===== src/rtl/lcd_seq_pkg.sv =====
// Shared types and the write table for the display write sequencer.
// Assumes a fixed ten-byte run: five setup commands followed by five characters.
package lcd_seq_pkg;

    localparam int unsigned N_STEPS = 10;
    localparam int unsigned IDX_W   = $clog2(N_STEPS);
    localparam int unsigned TBL_LEN = 1 << IDX_W;

    // One table entry: register select, long-wait flag, byte.
    typedef struct packed {
        logic       rs;
        logic       long_wait;
        logic [7:0] code;
    } lcd_step_t;

    typedef enum logic [1:0] {
        W_IDLE  = 2'd0,
        W_SETUP = 2'd1,
        W_PULSE = 2'd2,
        W_GAP   = 2'd3
    } writer_state_t;

    typedef enum logic [1:0] {
        Q_IDLE  = 2'd0,
        Q_ISSUE = 2'd1,
        Q_WAIT  = 2'd2
    } seq_state_t;

    // Table contents; indices past the run return an empty entry.
    function automatic lcd_step_t step_at(input int unsigned i);
        lcd_step_t s;
        s = '0;
        case (i)
            0: s.code = 8'h38;
            1: s.code = 8'h0E;
            2: begin s.code = 8'h01; s.long_wait = 1'b1; end
            3: s.code = 8'h06;
            4: s.code = 8'h80;
            5: begin s.code = 8'h48; s.rs = 1'b1; end
            6: begin s.code = 8'h45; s.rs = 1'b1; end
            7: begin s.code = 8'h4C; s.rs = 1'b1; end
            8: begin s.code = 8'h4C; s.rs = 1'b1; end
            9: begin s.code = 8'h4F; s.rs = 1'b1; end
            default: s = '0;
        endcase
        return s;
    endfunction

    // Raises a cycle count to at least one.
    function automatic int unsigned at_least_one(input int unsigned v);
        return (v < 1) ? 1 : v;
    endfunction

    // Largest of four counts, used to size the shared timer.
    function automatic int unsigned max4(input int unsigned a, input int unsigned b,
                                         input int unsigned c, input int unsigned d);
        int unsigned m;
        m = a;
        if (b > m) m = b;
        if (c > m) m = c;
        if (d > m) m = d;
        return m;
    endfunction

endpackage


===== src/rtl/lcd_seq_rom.sv =====
// Combinational lookup of the write table.
// Assumes idx is below N_STEPS during a run; other indices read an empty entry.
module lcd_seq_rom
    import lcd_seq_pkg::*;
(
    input  logic [IDX_W-1:0] idx,
    output lcd_step_t        step
);

    lcd_step_t table_w [TBL_LEN];

    // Fill every table slot from the package function.
    for (genvar g = 0; g < TBL_LEN; g++) begin : g_slot
        assign table_w[g] = step_at(g);
    end

    // Select the entry for the current index.
    assign step = table_w[idx];

endmodule


===== src/rtl/lcd_seq_timer.sv =====
// Phase length counter. A load of N marks a phase lasting N cycles; expired
// is high in the last of them.
// Assumes load_val is at least 1.
module lcd_seq_timer #(
    parameter int unsigned W = 8
) (
    input  logic         clk,
    input  logic         rst_n,
    input  logic         load,
    input  logic [W-1:0] load_val,
    output logic         expired
);

    logic [W-1:0] cnt_q;

    // Load the remaining count, or count down to zero and stop there.
    always_ff @(posedge clk) begin
        if (!rst_n) begin
            cnt_q <= '0;
        end else if (load) begin
            cnt_q <= load_val - W'(1);
        end else if (cnt_q != '0) begin
            cnt_q <= cnt_q - W'(1);
        end
    end

    assign expired = (cnt_q == '0);

endmodule


===== src/rtl/lcd_seq_writer.sv =====
// Writes one byte to the display bus: setup with the strobe low, the strobe
// high, then a gap with the bus held. fin pulses as the writer returns to idle.
// Assumes go is offered only while the writer is idle, and that all phase
// lengths are at least 1.
module lcd_seq_writer
    import lcd_seq_pkg::*;
#(
    parameter int unsigned SETUP_LEN = 2,
    parameter int unsigned E_LEN     = 4,
    parameter int unsigned GAP_LEN   = 8,
    parameter int unsigned CLR_LEN   = 16
) (
    input  logic       clk,
    input  logic       rst_n,
    input  logic       go,
    input  logic [7:0] code,
    input  logic       rs,
    input  logic       long_wait,
    output logic [7:0] lcd_db,
    output logic       lcd_rs,
    output logic       lcd_en,
    output logic       fin
);

    localparam int unsigned MAXLEN = max4(SETUP_LEN, E_LEN, GAP_LEN, CLR_LEN);
    localparam int unsigned TW     = $clog2(MAXLEN + 1);

    writer_state_t st_q;
    logic          long_q;
    logic          tmr_load;
    logic [TW-1:0] tmr_val;
    logic          tmr_exp;

    lcd_seq_timer #(.W(TW)) u_timer (
        .clk      (clk),
        .rst_n    (rst_n),
        .load     (tmr_load),
        .load_val (tmr_val),
        .expired  (tmr_exp)
    );

    // Pick the length of the phase that starts on this edge.
    always_comb begin
        tmr_load = 1'b0;
        tmr_val  = TW'(SETUP_LEN);
        case (st_q)
            W_IDLE: begin
                if (go) begin
                    tmr_load = 1'b1;
                    tmr_val  = TW'(SETUP_LEN);
                end
            end
            W_SETUP: begin
                if (tmr_exp) begin
                    tmr_load = 1'b1;
                    tmr_val  = TW'(E_LEN);
                end
            end
            W_PULSE: begin
                if (tmr_exp) begin
                    tmr_load = 1'b1;
                    tmr_val  = long_q ? TW'(CLR_LEN) : TW'(GAP_LEN);
                end
            end
            default: begin
                tmr_load = 1'b0;
            end
        endcase
    end

    // Step the phases and drive the registered bus outputs.
    always_ff @(posedge clk) begin
        if (!rst_n) begin
            st_q   <= W_IDLE;
            long_q <= 1'b0;
            lcd_db <= '0;
            lcd_rs <= 1'b0;
            lcd_en <= 1'b0;
            fin    <= 1'b0;
        end else begin
            fin <= 1'b0;
            case (st_q)
                W_IDLE: begin
                    if (go) begin
                        lcd_db <= code;
                        lcd_rs <= rs;
                        long_q <= long_wait;
                        st_q   <= W_SETUP;
                    end
                end
                W_SETUP: begin
                    if (tmr_exp) begin
                        lcd_en <= 1'b1;
                        st_q   <= W_PULSE;
                    end
                end
                W_PULSE: begin
                    if (tmr_exp) begin
                        lcd_en <= 1'b0;
                        st_q   <= W_GAP;
                    end
                end
                W_GAP: begin
                    if (tmr_exp) begin
                        fin  <= 1'b1;
                        st_q <= W_IDLE;
                    end
                end
                default: st_q <= W_IDLE;
            endcase
        end
    end

endmodule


===== src/rtl/lcd_write_seq.sv =====
// Top of the display write sequencer. On start, walks the ten-entry table
// through the byte writer, then pulses done and idles.
// Assumes start is synchronous to clk. Starts that arrive during a run are
// dropped.
module lcd_write_seq
    import lcd_seq_pkg::*;
#(
    parameter int unsigned SETUP_CYC      = 2,
    parameter int unsigned E_HIGH_CYC     = 60,
    parameter int unsigned GAP_CYC        = 5000,
    parameter int unsigned CLEAR_WAIT_CYC = 250000
) (
    input  logic       clk,
    input  logic       rst_n,
    input  logic       start,
    output logic [7:0] lcd_db,
    output logic       lcd_rs,
    output logic       lcd_rnw,
    output logic       lcd_en,
    output logic       done
);

    localparam int unsigned SETUP_LEN = at_least_one(SETUP_CYC);
    localparam int unsigned E_LEN     = at_least_one(E_HIGH_CYC);
    localparam int unsigned GAP_LEN   = at_least_one(GAP_CYC);
    localparam int unsigned CLR_LEN   = at_least_one(CLEAR_WAIT_CYC);
    localparam logic [IDX_W-1:0] LAST_IDX = IDX_W'(N_STEPS - 1);

    seq_state_t       sq_q;
    logic [IDX_W-1:0] idx_q;
    lcd_step_t        cur_step;
    logic             go;
    logic             fin;

    lcd_seq_rom u_rom (
        .idx  (idx_q),
        .step (cur_step)
    );

    lcd_seq_writer #(
        .SETUP_LEN (SETUP_LEN),
        .E_LEN     (E_LEN),
        .GAP_LEN   (GAP_LEN),
        .CLR_LEN   (CLR_LEN)
    ) u_writer (
        .clk       (clk),
        .rst_n     (rst_n),
        .go        (go),
        .code      (cur_step.code),
        .rs        (cur_step.rs),
        .long_wait (cur_step.long_wait),
        .lcd_db    (lcd_db),
        .lcd_rs    (lcd_rs),
        .lcd_en    (lcd_en),
        .fin       (fin)
    );

    // The bus is write-only.
    assign lcd_rnw = 1'b0;

    // Hand the current entry to the writer for exactly one cycle.
    assign go = (sq_q == Q_ISSUE);

    // Walk the table and raise done after the last entry.
    always_ff @(posedge clk) begin
        if (!rst_n) begin
            sq_q  <= Q_IDLE;
            idx_q <= '0;
            done  <= 1'b0;
        end else begin
            done <= 1'b0;
            case (sq_q)
                Q_IDLE: begin
                    if (start) begin
                        idx_q <= '0;
                        sq_q  <= Q_ISSUE;
                    end
                end
                Q_ISSUE: begin
                    sq_q <= Q_WAIT;
                end
                Q_WAIT: begin
                    if (fin) begin
                        if (idx_q == LAST_IDX) begin
                            done <= 1'b1;
                            sq_q <= Q_IDLE;
                        end else begin
                            idx_q <= idx_q + IDX_W'(1);
                            sq_q  <= Q_ISSUE;
                        end
                    end
                end
                default: sq_q <= Q_IDLE;
            endcase
        end
    end

endmodule


===== config.mk =====
export PLATFORM = sky130hd
export DESIGN_NAME = lcd_write_seq
export DESIGN_NICKNAME = d
export VERILOG_FILES = /design/src/rtl/lcd_seq_pkg.sv /design/src/rtl/lcd_seq_rom.sv /design/src/rtl/lcd_seq_timer.sv /design/src/rtl/lcd_seq_writer.sv /design/src/rtl/lcd_write_seq.sv
export SDC_FILE = /design/constraint.sdc
export NUM_CORES = 1
export LEC_CHECK = 0
export ABC_AREA = 1
export CORE_MARGIN = 2
export CORE_UTILIZATION = 65
export CTS_BUF_LIST = sky130_fd_sc_hd__clkbuf_2
export CTS_CLUSTER_DIAMETER = 60
export DETAILED_ROUTE_END_ITERATION = 6
export DONT_BUFFER_PORTS = 1
export PLACE_DENSITY = 0.88
export SYNTH_ARGS = -nofsm -noshare
export SYNTH_HDL_FRONTEND = slang
export SYNTH_HIERARCHICAL = 1
export SYNTH_SLANG_ARGS = --single-unit
export TNS_END_PERCENT = 100

===== constraint.sdc =====
create_clock -name clk -period 8.02 [get_ports clk]
set_input_delay 0.401 -clock clk [delete_from_list [all_inputs] [get_ports clk]]
set_output_delay 0.401 -clock clk [all_outputs]
set_load 0.01 [all_outputs]

==> flow_metrics.py <==
metrics = {
    "run_status": {
        "status": "finished clean",
    },
    "global_routing": {
        "overflow": 0,
        "grt_use_total": 0.281,
        "grtUsageMet2": 0.428,
        "grt_pass1_wl_um": 9250,
        "use_met3": 0.0634,
        "grt_busiest_layer": "met2",
        "grt_pass1_vias": 2053,
        "grt_max_degree": 25,
        "use_met1": 0.382,
        "antenna_found_initial": 0,
    },
    "logic_synthesis": {
        "async_flop_share": 0,
        "synth_xor_xnor_area_share": 0.0106,
        "synth_area_sq_mm": 0.00248,
        "seq_area_frac_synth": 0.315,
        "synthMuxAreaShare": 0,
        "synth.distinct_cells": 36,
        "synth_seq_cells": 39,
        "ys.flop_type": "dfxtp_1",
        "synth_top_family_by_area": "simple AND/OR/NAND/NOR gates",
        "synth-simple-area-share": 0.429,
        "avgSynthCellArea_sq_um": 6.24,
        "synth_compound_area_frac": 0.0888,
        "synth_fa_ha_area_frac": 0.0505,
        "synth-warning-count": 6,
        "ys_top_cells_by_area": "dfxtp_1 31%, nand2_1 15%, nor2_1 12%, inv_1 7.0%, ha_1 5.0%",
        "yosysTopAreaCell": "dfxtp_1",
        "synth_top_area_frac": 0.315,
        "synthCells": 397,
        "synth-edff-count": 0,
    },
    "sta": {
        "post-route-period-util": 0.379,
        "hold_violations": 0,
        "timing.final.ws_setup_ns": 4.98,
        "tightest_slew_ns": 0.502,
        "period_minus_slack_ns": 3.04,
        "timing.fmax_ghz": 0.329,
        "rsz0062_at_grt": "no",
        "drv_slew": 0,
        "maxSlewHeadroom": 0.665,
        "finClkSkew_ns": 0.0159,
        "setup_tns_ns": 0,
        "setup_viol": 0,
    },
    "critical_path": {
        "critPathRequiredTime_ns": 8.36,
        "start_kind": "register",
        "path_class": "reg -> reg",
        "cp_slowest_stage_delay_ns": 0.44,
        "crit_path_frequent_cell": "nand2_1",
        "critPathSlowestCell": "nand2_1",
        "worstPathCellList": "nor2_1 > nand3_1 > nor3_1 > nand2_1 > inv_1 > nand2_1 > a21oi_1 > buf_4 > inv_2 > nand3_1 > nand2_1 > a31oi_1",
        "worst-path-max-fanout": 24,
        "end_kind": "register",
        "cp_data_arrival_time_ns": 3.38,
    },
    "die": {
        "initial_core_util": 0.677,
        "die_w_um": 65.8,
        "rows": 22,
        "die_area_sq_mm": 0.00432,
        "die_h_um": 65.8,
        "core_sq_mm": 0.00366,
        "boundaryPins": 15,
    },
    "place": {
        "gp_congestion": 0.890,
        "pre_cts_ws_ns": 5.19,
        "dpl.hpwl_um": 4120,
        "port_buffers": 0,
        "dp.cells": 441,
    },
    "min_path": {
        "hold_path.class": "in -> reg",
    },
    "cells_and_area": {
        "final_cells": 449,
        "antennaDiodeCount": 0,
        "utilization": 0.706,
        "area_growth_pct": 4.34,
        "nets": 413,
        "drive_gt1_frac": 0.0923,
    },
    "power": {
        "power_leakage_uw": 0.00127,
        "power_density_mw_per_mm2": 412,
        "p_total_uw": 1060,
        "ir_worst_vdd_mv": 0.196,
    },
    "cts": {
        "cts_tree": "yes",
        "path_clk_slew_ns": 0.20,
        "cts-root-buf": "clkbuf_2",
        "clock_path_buffers": 2,
        "numClockSinks": 39,
        "htreeDepth": 2,
        "post-cts-setup-buffers": 0,
        "clock_latency_ns": 0.42,
        "ctsResizeCount": 0,
        "cts_hold_buf": 0,
        "cts_buffers": 5,
    },
    "detailed_routing": {
        "drt_iter0_markers": 229,
        "finalWirelength_um": 5550,
        "viasPerCell": 5.41,
        "num_vias": 2430,
        "wl_per_cell_um": 12.4,
        "postRouteAntennaNets": 0,
        "firstDrtPassIters": 5,
        "drc": 0,
    },
    "flow_run": {
        "cap_violations": 0,
    },
}
[per-stage QoR]
| step | hold slack [ns] | area (sq um) |
|---|---|---|
| 6_report | 0.0618 | 2590 |
| 3_5_place_dp | 0.457 | 2500 |
| 3_3_place_gp | 0.438 | 2500 |
| 4_1_cts | 0.0334 | 2590 |
| 5_1_grt | 0.0396 | 2590 |
| 2_1_floorplan | 0.420 | 2500 |
[final cells by class]
class | instances | area [sq um]
Sequential cell | 39 | 781
Tap cell | 48 | 60.1
Clock inverter | 2 | 60.1
Clock buffer | 6 | 30.0
Fill cell | 336 | 1070
Inverter | 50 | 188
Multi-Input combinational cell | 303 | 1460
Timing Repair Buffer | 1 | 7.51
[final timing paths]
| path | from | end | slack (ns) | cells after the start |
|---|---|---|---|---|
| min reg2reg | sq_q[0] | done | 0.45 | 1 |
| min | rst_n | idx_q[1] | 0.06 | 2 |
| max reg2reg | u_writer/u_timer/cnt_q[15] | u_writer/u_timer/cnt_q[2] | 4.98 | 12 |
| max | u_writer/u_timer/cnt_q[15] | u_writer/u_timer/cnt_q[2] | 4.98 | 12 |
[Yosys cell counts (2+ instances only)]
library cell / n
nand3_2: 2
nor2_4: 3
nand4_1: 3
a21oi_1: 12
nand3b_1: 2
nand2_2: 9
buf_6: 2
ha_1: 10
conb_1: 2
inv_2: 3
nand2_1: 102
inv_1: 46
a31oi_1: 3
nor2_1: 80
nor3_1: 5
dfxtp_1: 39
nor2_2: 5
or2_2: 2
o21ai_1: 2
xor2_1: 2
nand3_1: 25
buf_4: 3
clkbuf_2: 2
o21ai_0: 20
buf_2: 2
[layer usage]
metal  share of wire  vias to the layer above
met5               0                        -
li1                -                     1231
met3           0.076                       12
met2            0.44                      100
met1            0.46                     1087
met4           0.020                        0
[flip-flops by register name (all words and copies together), names as in the netlist]
name / flops
u_writer/lcd_db: 8
u_writer/u_timer/cnt_q: 18
done: 1
idx_q: 4
u_writer/lcd_rs: 1
u_writer/lcd_en: 1
u_writer/st_q: 2
sq_q: 2
u_writer/long_q: 1
u_writer/fin: 1
[worst max-delay path, delay by kind of cell (launching register included)]
| kind | cells | cell delay [ns] |
|---|---|---|
| and+or+nand+nor | 7 | 1.50 |
| DFF | 1 | 0.35 |
| buffers and inverters | 3 | 0.64 |
| AOI/OAI and AO/OA | 2 | 0.47 |
[power by group]
part	total [uW]	switching, uW	internal [uW]	leakage (uW)
Combinational	624	420	203	0.000901
Sequential	289	41.1	248	0.000320
Clock	152	66.8	85.3	0.0000532
Total	1060	528	536	0.00127
[kinds of logic after synthesis]
logic type | count (synthesis)
other | 2
xor gates and xnor gates | 3
AOI/OAI and AO/OA | 41
DFF | 39
adders and majority gates | 10
buffers and inverters | 60
and+or+nand+nor | 242
[layout by cell type (no fill, tap or decap)]
cell,instances
inv_1,46
nand2_4,1
conb_1,7
o21ai_2,1
o22ai_1,1
nand3_2,2
nand2_2,9
inv_2,3
nand3_1,25
o21ai_0,20
xnor2_1,1
nor3_1,5
o21ai_1,2
xor2_1,2
o21a_1,1
a21oi_2,1
nand2_1,102
nor2_1,80
ha_1,10
a21oi_1,12
or2_2,2
nand3_4,1
clkbuf_2,6
dfxtp_1,39
or2_1,1
nand4_1,3
nand3b_1,2
nor4_1,1
nor2_2,5
bufinv_16,2
a31oi_1,3
nor2_4,3
buf_4,1
clkinv_1,1
(Power assumes the default switching activity.)
